===== src/rtl/i2c_eng_pkg.sv =====
package i2c_eng_pkg;

  localparam int PHASE_W = 3;

  // phase indices within one bit slot; the sequence is behaviour
  localparam logic [PHASE_W-1:0] PH_DRIVE   = 3'd0;
  localparam logic [PHASE_W-1:0] PH_RELEASE = 3'd1;
  localparam logic [PHASE_W-1:0] PH_WAIT    = 3'd2;
  localparam logic [PHASE_W-1:0] PH_SAMPLE  = 3'd3;
  localparam logic [PHASE_W-1:0] PH_LAST    = 3'd4;

  typedef enum logic [2:0] {
    ST_IDLE,
    ST_START,
    ST_BITS,
    ST_ACK,
    ST_STOP
  } engState_t;

  typedef struct packed {
    logic tickEn;
    logic loadTx;
    logic sampleData;
    logic sampleAck;
    logic clrStatus;
    logic setArb;
  } engStrobe_t;

endpackage


===== src/rtl/i2c_eng_sync.sv =====
module i2c_eng_sync #(
  parameter int   STAGES    = 2,
  parameter logic RESET_VAL = 1'b1
) (
  input  logic clk,
  input  logic rstN,
  input  logic din,
  output logic dout
);
  logic [STAGES-1:0] chain;

  genvar g;
  generate
    for (g = 0; g < STAGES; g++) begin : gStage
      if (g == 0) begin : gFirst
        always_ff @(posedge clk or negedge rstN) begin
          if (!rstN) chain[0] <= RESET_VAL;
          else       chain[0] <= din;
        end
      end else begin : gNext
        always_ff @(posedge clk or negedge rstN) begin
          if (!rstN) chain[g] <= RESET_VAL;
          else       chain[g] <= chain[g-1];
        end
      end
    end
  endgenerate

  assign dout = chain[STAGES-1];
endmodule


===== src/rtl/i2c_eng_datapath.sv =====
module i2c_eng_datapath
  import i2c_eng_pkg::*;
#(
  parameter int PRESCALE_W  = 16,
  parameter int BYTE_W      = 8,
  parameter int SYNC_STAGES = 2
) (
  input  logic                  clk,
  input  logic                  rstN,
  input  logic [PRESCALE_W-1:0] prescale,
  input  engStrobe_t            stb,
  input  logic [BYTE_W-1:0]     txByte,
  input  logic                  sclIn,
  input  logic                  sdaIn,
  output logic                  tick,
  output logic                  sclS,
  output logic                  sdaS,
  output logic                  txMsb,
  output logic [BYTE_W-1:0]     rxByte,
  output logic                  rxNack,
  output logic                  arbLost,
  output logic                  busBusy
);
  // tick generator
  logic [PRESCALE_W-1:0] preCnt;

  always_ff @(posedge clk or negedge rstN) begin
    if (!rstN)                           preCnt <= '0;
    else if (!stb.tickEn || preCnt == '0) preCnt <= prescale;
    else                                 preCnt <= preCnt - 1'b1;
  end

  assign tick = stb.tickEn && (preCnt == '0);

  // line synchronisers
  i2c_eng_sync #(.STAGES(SYNC_STAGES), .RESET_VAL(1'b1)) uSclSync (
    .clk(clk), .rstN(rstN), .din(sclIn), .dout(sclS)
  );
  i2c_eng_sync #(.STAGES(SYNC_STAGES), .RESET_VAL(1'b1)) uSdaSync (
    .clk(clk), .rstN(rstN), .din(sdaIn), .dout(sdaS)
  );

  // start / stop detection on the synchronised lines
  logic sclPrev, sdaPrev, startSeen, stopSeen;

  always_ff @(posedge clk or negedge rstN) begin
    if (!rstN) begin
      sclPrev <= 1'b1;
      sdaPrev <= 1'b1;
    end else begin
      sclPrev <= sclS;
      sdaPrev <= sdaS;
    end
  end

  assign startSeen = sclS && sclPrev && sdaPrev && !sdaS;
  assign stopSeen  = sclS && sclPrev && !sdaPrev && sdaS;

  always_ff @(posedge clk or negedge rstN) begin
    if (!rstN)          busBusy <= 1'b0;
    else if (startSeen) busBusy <= 1'b1;
    else if (stopSeen)  busBusy <= 1'b0;
  end

  // shift registers
  logic [BYTE_W-1:0] txShift;

  always_ff @(posedge clk or negedge rstN) begin
    if (!rstN)               txShift <= '0;
    else if (stb.loadTx)     txShift <= txByte;
    else if (stb.sampleData) txShift <= {txShift[BYTE_W-2:0], 1'b0};
  end

  assign txMsb = txShift[BYTE_W-1];

  always_ff @(posedge clk or negedge rstN) begin
    if (!rstN)               rxByte <= '0;
    else if (stb.sampleData) rxByte <= {rxByte[BYTE_W-2:0], sdaS};
  end

  // status flags
  always_ff @(posedge clk or negedge rstN) begin
    if (!rstN) begin
      rxNack  <= 1'b0;
      arbLost <= 1'b0;
    end else begin
      if (stb.clrStatus)      rxNack <= 1'b0;
      else if (stb.sampleAck) rxNack <= sdaS;
      if (stb.clrStatus)      arbLost <= 1'b0;
      else if (stb.setArb)    arbLost <= 1'b1;
    end
  end
endmodule


===== src/rtl/i2c_eng_ctrl.sv =====
module i2c_eng_ctrl
  import i2c_eng_pkg::*;
#(
  parameter int BYTE_W = 8
) (
  input  logic       clk,
  input  logic       rstN,
  input  logic       cmdValid,
  input  logic       cmdStart,
  input  logic       cmdStop,
  input  logic       cmdRead,
  input  logic       cmdNack,
  input  logic       tick,
  input  logic       sclS,
  input  logic       sdaS,
  input  logic       txMsb,
  output logic       cmdReady,
  output logic       tip,
  output logic       done,
  output logic       sclOe,
  output logic       sdaOe,
  output engStrobe_t stb
);
  localparam int CNT_W = (BYTE_W > 1) ? $clog2(BYTE_W) : 1;
  localparam logic [CNT_W-1:0] LAST_BIT = CNT_W'(BYTE_W - 1);

  engState_t          state;
  logic [PHASE_W-1:0] phase;
  logic [CNT_W-1:0]   bitCnt;
  logic               opStop, opRead, opNack;
  logic               accept, adv;

  assign cmdReady = (state == ST_IDLE);
  assign tip      = (state != ST_IDLE);
  assign accept   = cmdValid && cmdReady;
  // the high phase only moves on once SCL is really seen high
  assign adv      = tick && !(phase == PH_WAIT && !sclS);

  always_comb begin
    stb            = '0;
    stb.tickEn     = tip;
    stb.loadTx     = accept;
    stb.clrStatus  = accept;
    stb.sampleData = adv && (state == ST_BITS) && (phase == PH_SAMPLE);
    stb.sampleAck  = adv && (state == ST_ACK) && (phase == PH_SAMPLE);
    stb.setArb     = stb.sampleData && !opRead && txMsb && !sdaS;
  end

  always_ff @(posedge clk or negedge rstN) begin
    if (!rstN) begin
      state  <= ST_IDLE;
      phase  <= PH_DRIVE;
      bitCnt <= '0;
      opStop <= 1'b0;
      opRead <= 1'b0;
      opNack <= 1'b0;
      sclOe  <= 1'b0;
      sdaOe  <= 1'b0;
      done   <= 1'b0;
    end else begin
      done <= 1'b0;
      unique case (state)
        ST_IDLE: begin
          if (accept) begin
            opStop <= cmdStop;
            opRead <= cmdRead;
            opNack <= cmdNack;
            phase  <= PH_DRIVE;
            bitCnt <= '0;
            state  <= cmdStart ? ST_START : ST_BITS;
          end
        end

        ST_START: begin
          if (adv) begin
            phase <= phase + 1'b1;
            unique case (phase)
              PH_DRIVE:   sdaOe <= 1'b0;
              PH_RELEASE: sclOe <= 1'b0;
              PH_SAMPLE:  sdaOe <= 1'b1;
              PH_LAST: begin
                sclOe <= 1'b1;
                phase <= PH_DRIVE;
                state <= ST_BITS;
              end
              default: ;
            endcase
          end
        end

        ST_BITS: begin
          if (adv) begin
            phase <= phase + 1'b1;
            unique case (phase)
              PH_DRIVE:   sdaOe <= opRead ? 1'b0 : !txMsb;
              PH_RELEASE: sclOe <= 1'b0;
              PH_SAMPLE: begin
                if (stb.setArb) begin
                  sclOe <= 1'b0;
                  sdaOe <= 1'b0;
                  phase <= PH_DRIVE;
                  state <= ST_IDLE;
                  done  <= 1'b1;
                end
              end
              PH_LAST: begin
                sclOe <= 1'b1;
                phase <= PH_DRIVE;
                if (bitCnt == LAST_BIT) state <= ST_ACK;
                else                    bitCnt <= bitCnt + 1'b1;
              end
              default: ;
            endcase
          end
        end

        ST_ACK: begin
          if (adv) begin
            phase <= phase + 1'b1;
            unique case (phase)
              PH_DRIVE:   sdaOe <= opRead ? !opNack : 1'b0;
              PH_RELEASE: sclOe <= 1'b0;
              PH_LAST: begin
                sclOe <= 1'b1;
                phase <= PH_DRIVE;
                if (opStop) begin
                  state <= ST_STOP;
                end else begin
                  state <= ST_IDLE;
                  done  <= 1'b1;
                end
              end
              default: ;
            endcase
          end
        end

        ST_STOP: begin
          if (adv) begin
            phase <= phase + 1'b1;
            unique case (phase)
              PH_DRIVE:   sdaOe <= 1'b1;
              PH_RELEASE: sclOe <= 1'b0;
              PH_SAMPLE:  sdaOe <= 1'b0;
              PH_LAST: begin
                phase <= PH_DRIVE;
                state <= ST_IDLE;
                done  <= 1'b1;
              end
              default: ;
            endcase
          end
        end

        default: state <= ST_IDLE;
      endcase
    end
  end
endmodule


===== src/rtl/i2c_byte_engine.sv =====
module i2c_byte_engine
  import i2c_eng_pkg::*;
#(
  parameter int PRESCALE_W  = 16,
  parameter int BYTE_W      = 8,
  parameter int SYNC_STAGES = 2
) (
  input  logic                  clk,
  input  logic                  rstN,
  input  logic [PRESCALE_W-1:0] prescale,
  input  logic                  cmdValid,
  output logic                  cmdReady,
  input  logic                  cmdStart,
  input  logic                  cmdStop,
  input  logic                  cmdRead,
  input  logic                  cmdNack,
  input  logic [BYTE_W-1:0]     txByte,
  input  logic                  sclIn,
  input  logic                  sdaIn,
  output logic                  sclOe,
  output logic                  sdaOe,
  output logic [BYTE_W-1:0]     rxByte,
  output logic                  rxNack,
  output logic                  arbLost,
  output logic                  busBusy,
  output logic                  tip,
  output logic                  done
);
  engStrobe_t stb;
  logic       tick, sclS, sdaS, txMsb;

  i2c_eng_ctrl #(.BYTE_W(BYTE_W)) uCtrl (
    .clk      (clk),
    .rstN     (rstN),
    .cmdValid (cmdValid),
    .cmdStart (cmdStart),
    .cmdStop  (cmdStop),
    .cmdRead  (cmdRead),
    .cmdNack  (cmdNack),
    .tick     (tick),
    .sclS     (sclS),
    .sdaS     (sdaS),
    .txMsb    (txMsb),
    .cmdReady (cmdReady),
    .tip      (tip),
    .done     (done),
    .sclOe    (sclOe),
    .sdaOe    (sdaOe),
    .stb      (stb)
  );

  i2c_eng_datapath #(
    .PRESCALE_W  (PRESCALE_W),
    .BYTE_W      (BYTE_W),
    .SYNC_STAGES (SYNC_STAGES)
  ) uData (
    .clk      (clk),
    .rstN     (rstN),
    .prescale (prescale),
    .stb      (stb),
    .txByte   (txByte),
    .sclIn    (sclIn),
    .sdaIn    (sdaIn),
    .tick     (tick),
    .sclS     (sclS),
    .sdaS     (sdaS),
    .txMsb    (txMsb),
    .rxByte   (rxByte),
    .rxNack   (rxNack),
    .arbLost  (arbLost),
    .busBusy  (busBusy)
  );
endmodule


===== config.mk =====
export PLATFORM = sky130hd
export DESIGN_NAME = i2c_byte_engine
export DESIGN_NICKNAME = d
export VERILOG_FILES = /design/src/rtl/i2c_eng_pkg.sv /design/src/rtl/i2c_eng_sync.sv /design/src/rtl/i2c_eng_datapath.sv /design/src/rtl/i2c_eng_ctrl.sv /design/src/rtl/i2c_byte_engine.sv
export SDC_FILE = /design/constraint.sdc
export NUM_CORES = 1
export LEC_CHECK = 0
export BUFFER_PORTS_ARGS = -buffer_cell sky130_fd_sc_hd__buf_4
export CELL_PAD_IN_SITES_DETAIL_PLACEMENT = 2
export CELL_PAD_IN_SITES_GLOBAL_PLACEMENT = 2
export CORE_MARGIN = 2
export CORE_UTILIZATION = 32
export CTS_BUF_LIST = sky130_fd_sc_hd__clkbuf_8 sky130_fd_sc_hd__clkbuf_16
export CTS_CLUSTER_DIAMETER = 100
export DETAILED_ROUTE_END_ITERATION = 7
export GPL_ROUTABILITY_DRIVEN = 1
export PLACE_DENSITY_LB_ADDON = 0.2
export SLEW_MARGIN = 5
export SYNTH_ARGS = -nofsm -noshare
export SYNTH_HDL_FRONTEND = slang
export SYNTH_SLANG_ARGS = --single-unit

===== constraint.sdc =====
create_clock -name clk -period 2.1 [get_ports clk]
set_input_delay 0.21 -clock clk [delete_from_list [all_inputs] [get_ports clk]]
set_output_delay 0.21 -clock clk [all_outputs]
set_load 0.05 [all_outputs]

==> reports/qor.csv <==
metric,value,unit
status,"finished, violations left",
violations,setup timing,
path_max_fanout,6,
synth.distinct_cells,50,
rsz0062_at_grt,yes,
async_reset_ff_share,100,%
diodes,0,
tightest_slew,738,ps
cts_tree,done,
fin_nets,440,
hold_path_class,primary input to flip-flop,
max_freq,467,MHz
initial_utilization,32.8,%
drive_gt1_share,41.7,%
critPathRequiredTime,2360,ps
synth_edf_count,0,
fin_area,4160,um2
synth_top_cell_by_area,dfrtp_1,
seqCellArea,1410,um2
drv_slew,0,
drtIter0Drc,45,
start_kind,flip-flop,
synth_xor_area_share,3.80,%
clkTransAtPathRegs,120,ps
setup_tns,-60.9,ps
clock_path_buffers,2,
synth_flop_cell,dfrtp_1,
multi_input_area,1610,um2
die_x,101,um
ant_nets,0,
grt.overflow.total,0,
synth_area_leaders,"dfrtp_1 42%, nand2_1 6.1%, dfstp_2 5.3%",
die_h,101,um
wire_per_inst,18.2,um
syn-num-nets,340,
syn_area,3000,um2
synth_top_family_by_area,simple AND/OR/NAND/NOR gates,
final_common_cell,buf_4,
critPathKind,flip-flop to flip-flop,
dr.pass1.iters,4,
slew_headroom,50.8,%
critPathArrivalTime,2400,ps
num-fill-cells,981,
synth_top_area_share,41.7,%
cp-end-kind,flip-flop,
track_usage,18.6,%
root_buffer,clkbuf_8,
clk_latency,320,ps
grt_pass1_wl,14.8,mm
cts_sinks,56,
cts_buffers,5,
rows,35,
grt_max_degree,57,
placed_area,3820,um2
hold_violations,0,
synthMuxAreaShare,8.55,%
finalSetupViolCount,3,
antenna_found_initial,0,
coreArea,9150,um2
first_global_vias,2917,
route.detailed.drc,0,
die_area,10200,um2
finalWirelength,9.26,mm
synth_fa_ha_area_share,4.51,%
setup_slack,-41.1,ps
cap_violations,0,
synth-compound-area-share,13.0,%
period_share,102,%
clock_skew,4.22,ps
syn-instance-count,297,
syn2layout_area_growth,38.8,%
yosysWarnings,0,
viasPerCell,5.10,
synth_area_per_cell,10.1,um2
io_buffers,48,
post-dp-hpwl,6.58,mm
mostFrequentLayoutCells,"97 x buf_4, 48 x dfrtp_1, 47 x nand2_1",
ios,49,
synth-seq-cells,56,
leakagePower,1.78,nW
yosysSeqAreaShare,47.0,%
synth-simple-area-share,18.7,%
vias,2597,
power_per_cell_area,484,nW/um2
gp_congestion,0.821,
ir_worst_vdd,0.000376,V
h-tree-depth,2,
period_minus_slack,2140,ps
## registers in the layout, summed over array words and instances, names as in the netlist, 3 cells and up
name,flops
uCtrl.phase,3
uData.txShift,8
uData.rxByte,8
uCtrl.bitCnt,3
uData.preCnt,16
uCtrl.state,3
## through the flow
stage	setup slack (ps)	total power [W]	utilization (%)	hold WS [ps]	cells
6_report	-41.1	0.00202	45.5	75.8	509
5_1_grt	-154	0.00211	45.5	70.9	509
4_1_cts	0.0533	0.00204	44.2	67.2	507
3_5_place_dp	-121	0.00135	41.7	320	492
3_3_place_gp	10.5	0.00135	41.7	319	492
2_1_floorplan	-195	0.00123	-	-85.6	297
## path summary, 6_finish.rpt
path                                              start             endpoint  slack, ps  depth (start not counted)
worst max-delay path                     uCtrl.phase[1]       uCtrl.phase[0]        -40                          8
worst min-delay path                            cmdStop         uCtrl.opStop         80                          3
worst max register to register           uCtrl.phase[1]       uCtrl.phase[0]        -40                          8
worst min register to register  uData.uSdaSync.chain[0]  uData.uSdaSync.dout        370                          0
max in group asynchronous                          rstN       uCtrl.state[0]       1090                          2
min in group asynchronous                          rstN      uData.preCnt[9]        460                          2
## synthesized netlist by cell type (all sizes together) (3+ instances only)
library cell / instances
nor2b: 4
nand2: 49
ha: 10
o21ai: 31
nor3: 8
dfstp: 6
clkbuf: 9
nand3: 3
xor2: 5
mux2i: 11
nor4: 5
dfrtp: 50
nor2: 18
inv: 14
nor3b: 4
a31oi: 5
mux2: 13
o31ai: 3
xnor2: 8
a21oi: 9
nand2b: 3
## kinds of logic (layout without fill, tap and decap cells)
| group | after synthesis | in the layout |
|---|---|---|
| flip-flops | 56 | 56 |
| buffers and inverters | 25 | 126 |
| adder cells (fa/ha/maj) | 11 | 11 |
| AO/OA/AOI/OAI | 62 | 62 |
| multiplexers | 24 | 24 |
| XOR/XNOR | 13 | 13 |
| AND/OR/NAND/NOR | 106 | 106 |
## critical path, cell delays in order, from the launching register on
cell	delay, ps
dfrtp_1	410
buf_4	150
ha_1	190
nor3b_2	170
buf_4	170
nor2_1	310
a31oi_2	240
or2_2	330
o21ai_1	110
## area by class of cell
type,instances,area share (%)
repair buffers,104,20.3
flip-flops and latches,56,33.9
inverters,14,1.35
clock buffers,5,1.65
clock inverters,3,0.691
well taps,111,3.34
multi-input cells,216,38.7
## per-layer routing
layer	vias up	track usage (%)	wire length, um
li1	1234	-	-
met1	1330	24.4	4310
met2	26	32.8	4690
met3	7	2.84	181
met4	0	3.37	85
met5	-	0	0
## timing repair
| action | CTS | global route |
|---|---|---|
| pin swaps | 1 | 3 |
| setup endpoints to repair | 17 | 35 |
| gates cloned | 1 | 1 |
| hold buffers | 3 | 0 |
| hold endpoints to repair | 52 | 0 |
| setup buffers | 3 | 1 |
| resized for setup | 12 | 17 |
## power breakdown
part	internal (W)	switching (W)	total [W]
Combinational	0.0000973	0.0000818	0.000179
Sequential	0.00112	0.0000392	0.00116
Clock	0.000254	0.000426	0.000680
Total	0.00147	0.000547	0.00202
No activity file was read; power rests on OpenSTA's default activity.
